### src/rtl/btc_pkg.sv
package btc_pkg;

  typedef enum logic [2:0] {
    ST_IDLE,
    ST_ADDR,
    ST_DATA,
    ST_LAST,
    ST_ABT
  } btc_state_e;

  // True when a phase at addr plus step bytes would leave the page.
  function automatic logic page_tail(input logic [31:0] addr,
                                     input int unsigned page_bits,
                                     input int unsigned step);
    logic [31:0] mask;
    mask = (32'd1 << page_bits) - 32'd1;
    return ((addr & mask) + step) > mask;
  endfunction

  // Saturating decrement for the latency timer.
  function automatic logic [7:0] sat_dec(input logic [7:0] v);
    return (v == 8'd0) ? 8'd0 : v - 8'd1;
  endfunction

endpackage

### src/rtl/btc_lat_timer.sv
module btc_lat_timer #(
  parameter int LAT_W = 8
) (
  input  logic             clk,
  input  logic             rst_n,
  input  logic             load,
  input  logic             run,
  input  logic [LAT_W-1:0] init,
  output logic             expired
);
  import btc_pkg::*;

  logic [LAT_W-1:0] cnt_q;

  always_ff @(posedge clk or negedge rst_n) begin
    if (!rst_n)    cnt_q <= '0;
    else if (load) cnt_q <= init;
    else if (run)  cnt_q <= LAT_W'(sat_dec(8'(cnt_q)));
  end

  assign expired = (cnt_q == '0);
endmodule

### src/rtl/btc_dsel_watch.sv
module btc_dsel_watch #(
  parameter int DSEL_WAIT = 5
) (
  input  logic clk,
  input  logic rst_n,
  input  logic load,
  input  logic window,
  input  logic devsel_n,
  output logic claim_now,
  output logic expire
);
  localparam int CW = $clog2(DSEL_WAIT + 1) + 1;

  logic [CW-1:0] cnt_q;
  logic          claimed_q;

  always_ff @(posedge clk or negedge rst_n) begin
    if (!rst_n) begin
      cnt_q     <= '0;
      claimed_q <= 1'b0;
    end else if (load) begin
      cnt_q     <= CW'(1);
      claimed_q <= 1'b0;
    end else if (window) begin
      if (cnt_q < CW'(DSEL_WAIT)) cnt_q <= cnt_q + CW'(1);
      if (!devsel_n)              claimed_q <= 1'b1;
    end
  end

  assign claim_now = claimed_q | ~devsel_n;
  assign expire    = window & ~claim_now & (cnt_q == CW'(DSEL_WAIT));
endmodule

### src/rtl/btc_stop_decode.sv
module btc_stop_decode #(
  parameter int ADDR_W     = 32,
  parameter int PAGE_BITS  = 12,
  parameter int STEP_BYTES = 4
) (
  input  logic [ADDR_W-1:0] cur_addr,
  input  logic              wbuf_full,
  input  logic              wbuf_last,
  input  logic              lat_expired,
  input  logic              gnt_n,
  output logic              stop_req
);
  import btc_pkg::*;

  logic at_page_end;
  logic lat_out;

  assign at_page_end = page_tail(32'(cur_addr), PAGE_BITS, STEP_BYTES);
  assign lat_out     = lat_expired & gnt_n;
  assign stop_req    = at_page_end | wbuf_full | wbuf_last | lat_out;
endmodule

### src/rtl/burst_term_ctrl.sv
module burst_term_ctrl #(
  parameter int ADDR_W     = 32,
  parameter int LAT_W      = 8,
  parameter int PAGE_BITS  = 12,
  parameter int STEP_BYTES = 4,
  parameter int DSEL_WAIT  = 5
) (
  input  logic              clk,
  input  logic              rst_n,
  input  logic              start,
  input  logic [LAT_W-1:0]  lat_init,
  input  logic              gnt_n,
  input  logic              devsel_n,
  input  logic              trdy_n,
  input  logic [ADDR_W-1:0] cur_addr,
  input  logic              wbuf_full,
  input  logic              wbuf_last,
  input  logic              clr_wr,
  input  logic              clr_bit,
  output logic              frame_n,
  output logic              irdy_n,
  output logic              done,
  output logic              done_abort,
  output logic              rma_status
);
  import btc_pkg::*;

  btc_state_e state_q, state_d;

  // Named internal events.
  logic launch;
  logic window;
  logic claim_now;
  logic abort_fire;
  logic stop_req;
  logic stop_fire;
  logic lat_expired;
  logic final_ok;

  assign launch    = (state_q == ST_IDLE) & start;
  assign window    = (state_q == ST_ADDR) | (state_q == ST_DATA);
  assign stop_fire = (state_q == ST_DATA) & claim_now & stop_req & ~abort_fire;
  assign final_ok  = (state_q == ST_LAST) & ~trdy_n;

  btc_lat_timer #(.LAT_W(LAT_W)) u_lat (
    .clk     (clk),
    .rst_n   (rst_n),
    .load    (launch),
    .run     (window),
    .init    (lat_init),
    .expired (lat_expired)
  );

  btc_dsel_watch #(.DSEL_WAIT(DSEL_WAIT)) u_dsel (
    .clk       (clk),
    .rst_n     (rst_n),
    .load      (launch),
    .window    (window),
    .devsel_n  (devsel_n),
    .claim_now (claim_now),
    .expire    (abort_fire)
  );

  btc_stop_decode #(
    .ADDR_W     (ADDR_W),
    .PAGE_BITS  (PAGE_BITS),
    .STEP_BYTES (STEP_BYTES)
  ) u_stop (
    .cur_addr    (cur_addr),
    .wbuf_full   (wbuf_full),
    .wbuf_last   (wbuf_last),
    .lat_expired (lat_expired),
    .gnt_n       (gnt_n),
    .stop_req    (stop_req)
  );

  always_comb begin
    state_d = state_q;
    unique case (state_q)
      ST_IDLE: if (start) state_d = ST_ADDR;
      ST_ADDR: state_d = abort_fire ? ST_ABT : ST_DATA;
      ST_DATA: begin
        if (abort_fire)     state_d = ST_ABT;
        else if (stop_fire) state_d = ST_LAST;
      end
      ST_LAST: if (!trdy_n) state_d = ST_IDLE;
      ST_ABT:  state_d = ST_IDLE;
      default: state_d = ST_IDLE;
    endcase
  end

  always_ff @(posedge clk or negedge rst_n) begin
    if (!rst_n) begin
      state_q    <= ST_IDLE;
      done       <= 1'b0;
      done_abort <= 1'b0;
      rma_status <= 1'b0;
    end else begin
      state_q <= state_d;
      done    <= final_ok | (state_q == ST_ABT);
      if (final_ok | (state_q == ST_ABT)) done_abort <= (state_q == ST_ABT);
      // Set has priority over a same-edge write-one-to-clear.
      if (state_q == ST_ABT)     rma_status <= 1'b1;
      else if (clr_wr & clr_bit) rma_status <= 1'b0;
    end
  end

  assign frame_n = ~window;
  assign irdy_n  = ~((state_q == ST_DATA) | (state_q == ST_LAST) | (state_q == ST_ABT));
endmodule

### config.mk
export PLATFORM = sky130hd
export DESIGN_NAME = burst_term_ctrl
export DESIGN_NICKNAME = d
export VERILOG_FILES = /design/src/rtl/btc_pkg.sv /design/src/rtl/btc_lat_timer.sv /design/src/rtl/btc_dsel_watch.sv /design/src/rtl/btc_stop_decode.sv /design/src/rtl/burst_term_ctrl.sv
export SDC_FILE = /design/constraint.sdc
export NUM_CORES = 1
export LEC_CHECK = 0
export ABC_AREA = 1
export BUFFER_PORTS_ARGS = -buffer_cell sky130_fd_sc_hd__buf_2
export CAP_MARGIN = 20
export CORE_MARGIN = 4
export CORE_UTILIZATION = 40
export DETAILED_ROUTE_END_ITERATION = 6
export PLACE_DENSITY = 0.7
export SLEW_MARGIN = 20
export SYNTH_ARGS = -nofsm -noshare
export SYNTH_HDL_FRONTEND = slang
export SYNTH_SLANG_ARGS = --single-unit
### constraint.sdc
create_clock -name clk -period 1.53 [get_ports clk]
set_input_delay 0.2295 -clock clk [delete_from_list [all_inputs] [get_ports clk]]
set_output_delay 0.2295 -clock clk [all_outputs]
set_load 0.01 [all_outputs]
==> results.json <==
{
  "grt_pass1_wl_um": 4747,
  "h-tree-depth": 1,
  "synth_ff_type": "dfrtp_1",
  "path_clk_slew_ps": 120,
  "first_pass_iters": 6,
  "grt_pass1_vias": 1136,
  "viasPerCell": 4.974,
  "synth_cell_types": 25,
  "dieArea_um2": 3961,
  "async_reset_ff_share_pct": 100.0,
  "ant_nets": 0,
  "hold_class": "in2reg",
  "yosysTopAreaCell": "dfrtp_1",
  "worstPathCellList": "inv_2 > nand2_2 > nor2_2 > a21oi_1 > buf_2",
  "critPathMaxStageDelay_ps": 480,
  "chipWidth_um": 62.94,
  "hold_slack_ps": 115.3,
  "grt_start_max_net_pins": 20,
  "avgSynthCellArea_um2": 7.642,
  "insertion_delay_ps": 310,
  "power_density_nw_per_um2": 1827,
  "clock.fmax_mhz": 680.5,
  "track_usage_pct": 14.90,
  "area_delta_synth_final_pct": 21.55,
  "maxSlewViolCount": 0,
  "rsz0062_at_grt": "yes",
  "setup.worst_path.class": "reg2out",
  "post-route-min-period_ps": 1470,
  "drive_gt1_share_pct": 28.93,
  "synth_area_leaders": "dfrtp_1 (39%), nand2_1 (14%), inv_1 (7.2%), ha_1 (5.2%), nor2_1 (4.4%)",
  "tightest_slew_ps": 444.0,
  "grt-ovfl-total": 0,
  "cts_buffers": 3,
  "ys_seq_area_share_pct": 39.38,
  "syn-cell-area_um2": 1207,
  "start_kind": "flop",
  "synth.top_cell.area_share_pct": 39.38,
  "finClkSkew_ps": 8.227,
  "drt_iter0_markers": 32,
  "vdd_drop_max_v": 0.0006844,
  "grt-busiest-layer": "met2",
  "drc": 0,
  "clock_path_buffers": 2,
  "rows": 19,
  "p_total_uw": 2681,
  "num_antenna_cells": 0,
  "grt_use_met2_pct": 23.72,
  "die_y_um": 62.94,
  "fin_ws_ps": 60.47,
  "dp_hpwl_um": 2092,
  "critPathBufInv": 2,
  "clkSinkCount": 19,
  "worstPathRequired_ps": 1300,
  "routed_wirelength_um": 2694,
  "cts_tree": "built",
  "p_leak_uw": 0.0007918,
  "ios": 55,
  "ys_warn_count": 0,
  "hold_viol": 0,
  "io_buffers": 32,
  "root_buffer": "clkbuf_4",
  "cp_top_family": "flip-flops",
  "end_kind": "output pin",
  "synth_nets": 213,
  "yosysMostFrequentCell": "nand2_1",
  "synth_edf_count": 0,
  "use_met3_pct": 4.137,
  "post-route-period-util_pct": 96.05,
  "wl_per_cell_um": 11.82,
  "path_max_fanout": 5,
  "fill_cells": 280,
  "ys_seq_elements": 19,
  "max_cap_viol_count": 0,
  "relSlewSlack_pct": 70.40,
  "crit_path_top_delay_cell": "dfrtp_2",
  "setup_violations": 0,
  "status": "complete, no violations",
  "postCtsSetupBuffers": 0,
  "use_met1_pct": 18.10,
  "vias": 1134,
  "syn_inst": 158,
  "detailedPlace.worstSlack_ps": 100.1,
  "fin_nets": 253,
  "routabilityCongestion": 0.8250,
  "antenna_found_initial": 0,
  "synthTopCellsByCount": "nand2_1 (45), inv_1 (23), dfrtp_1 (19)",
  "cp.arrival_ps": 1240,
  "coreArea_um2": 2829,
  "initial_core_util_pct": 42.68
}
[through the flow]
step / cells / util (%) / cell area [um^2] / setup TNS [ps]
final: 228 / 51.88 / 1468 / 0
after floorplan: 158 / - / 1207 / 0
after global placement: 223 / 49.98 / 1414 / 0
after CTS: 228 / 51.30 / 1451 / 0
after detailed placement: 223 / 49.98 / 1414 / 0
after global routing: 228 / 51.88 / 1468 / -28.65
[flip-flops by register name, indices dropped and copies added, names as in the netlist]
register and flops:
done 1, done_abort 1, rma_status 1, u_dsel.claimed_q 1, u_lat.cnt_q 8, u_dsel.cnt_q 4
state_q 3
[what timing repair did]
action / CTS / global route
endpoints found under the setup margin: 0 / 12
hold buffers: 1 / 0
hold endpoints to repair: 19 / 0
resized for setup: 0 / 6
[cells in the final DEF, fill, tap and decap left out, types with 4 or more instances in the layout]
| cell | Yosys | final |
|---|---|---|
| dfrtp_1 | 19 | 18 |
| nor2_1 | 14 | 12 |
| o21ai_0 | 9 | 9 |
| ha_1 | 5 | 5 |
| nand2_1 | 45 | 44 |
| inv_2 | 3 | 4 |
| nand3_1 | 10 | 10 |
| o211ai_1 | 6 | 6 |
| buf_2 | 0 | 32 |
| buf_4 | 0 | 4 |
| inv_1 | 23 | 22 |
[cells by family after synthesis]
group / after synthesis / synth area share [%]
xor gates and xnor gates: 3 / 2.177
DFF: 19 / 39.38
AOI/OAI and AO/OA: 25 / 13.58
adders and majority gates: 5 / 5.181
buffers and inverters: 28 / 9.948
and+or+nand+nor: 78 / 29.74
[tightest hold or removal path, cell delays in order]
cell     delay, ps
buf_2           70
nand2_1         40
nand2_1         50
[where the power goes]
part / internal, uW / switching, uW
combinational: 583 / 955
sequential: 720 / 156
clock: 97.8 / 169
total: 1400 / 1280
[per-layer routing]
| metal | vias up | share of wire (%) |
|---|---|---|
| met4 | 0 | 1.5 |
| met5 | - | 0 |
| met3 | 4 | 6.5 |
| met2 | 32 | 46 |
| li1 | 579 | - |
| met1 | 519 | 46 |
[layout make-up]
class	count	area [um^2]	area share, %
multi-input cells	111	626.9	42.71
flip-flops and latches	19	476.7	32.48
repair buffers	37	200.2	13.64
inverters	26	97.59	6.650
well taps	31	38.79	2.643
clock buffers	3	22.52	1.535
clock inverters	1	5.005	0.3410
[path summary, 6_finish.rpt]
kind,start,to,slack (ps),cells after the start
max,state_q[1]$_DFFE_PN0P_,irdy_n,60,5
min,lat_init[5],u_lat.cnt_q[5]$_DFFE_PN0P_,120,3
max reg2reg,u_lat.cnt_q[0]$_DFFE_PN0P_,state_q[1]$_DFFE_PN0P_,130,9
min reg2reg,rma_status$_DFFE_PN0P_,rma_status$_DFFE_PN0P_,490,2
max in group asynchronous,rst_n,state_q[1]$_DFFE_PN0P_,830,2
min in group asynchronous,rst_n,u_dsel.cnt_q[0]$_DFFE_PN0P_,370,2
(Power assumes the default switching activity.)
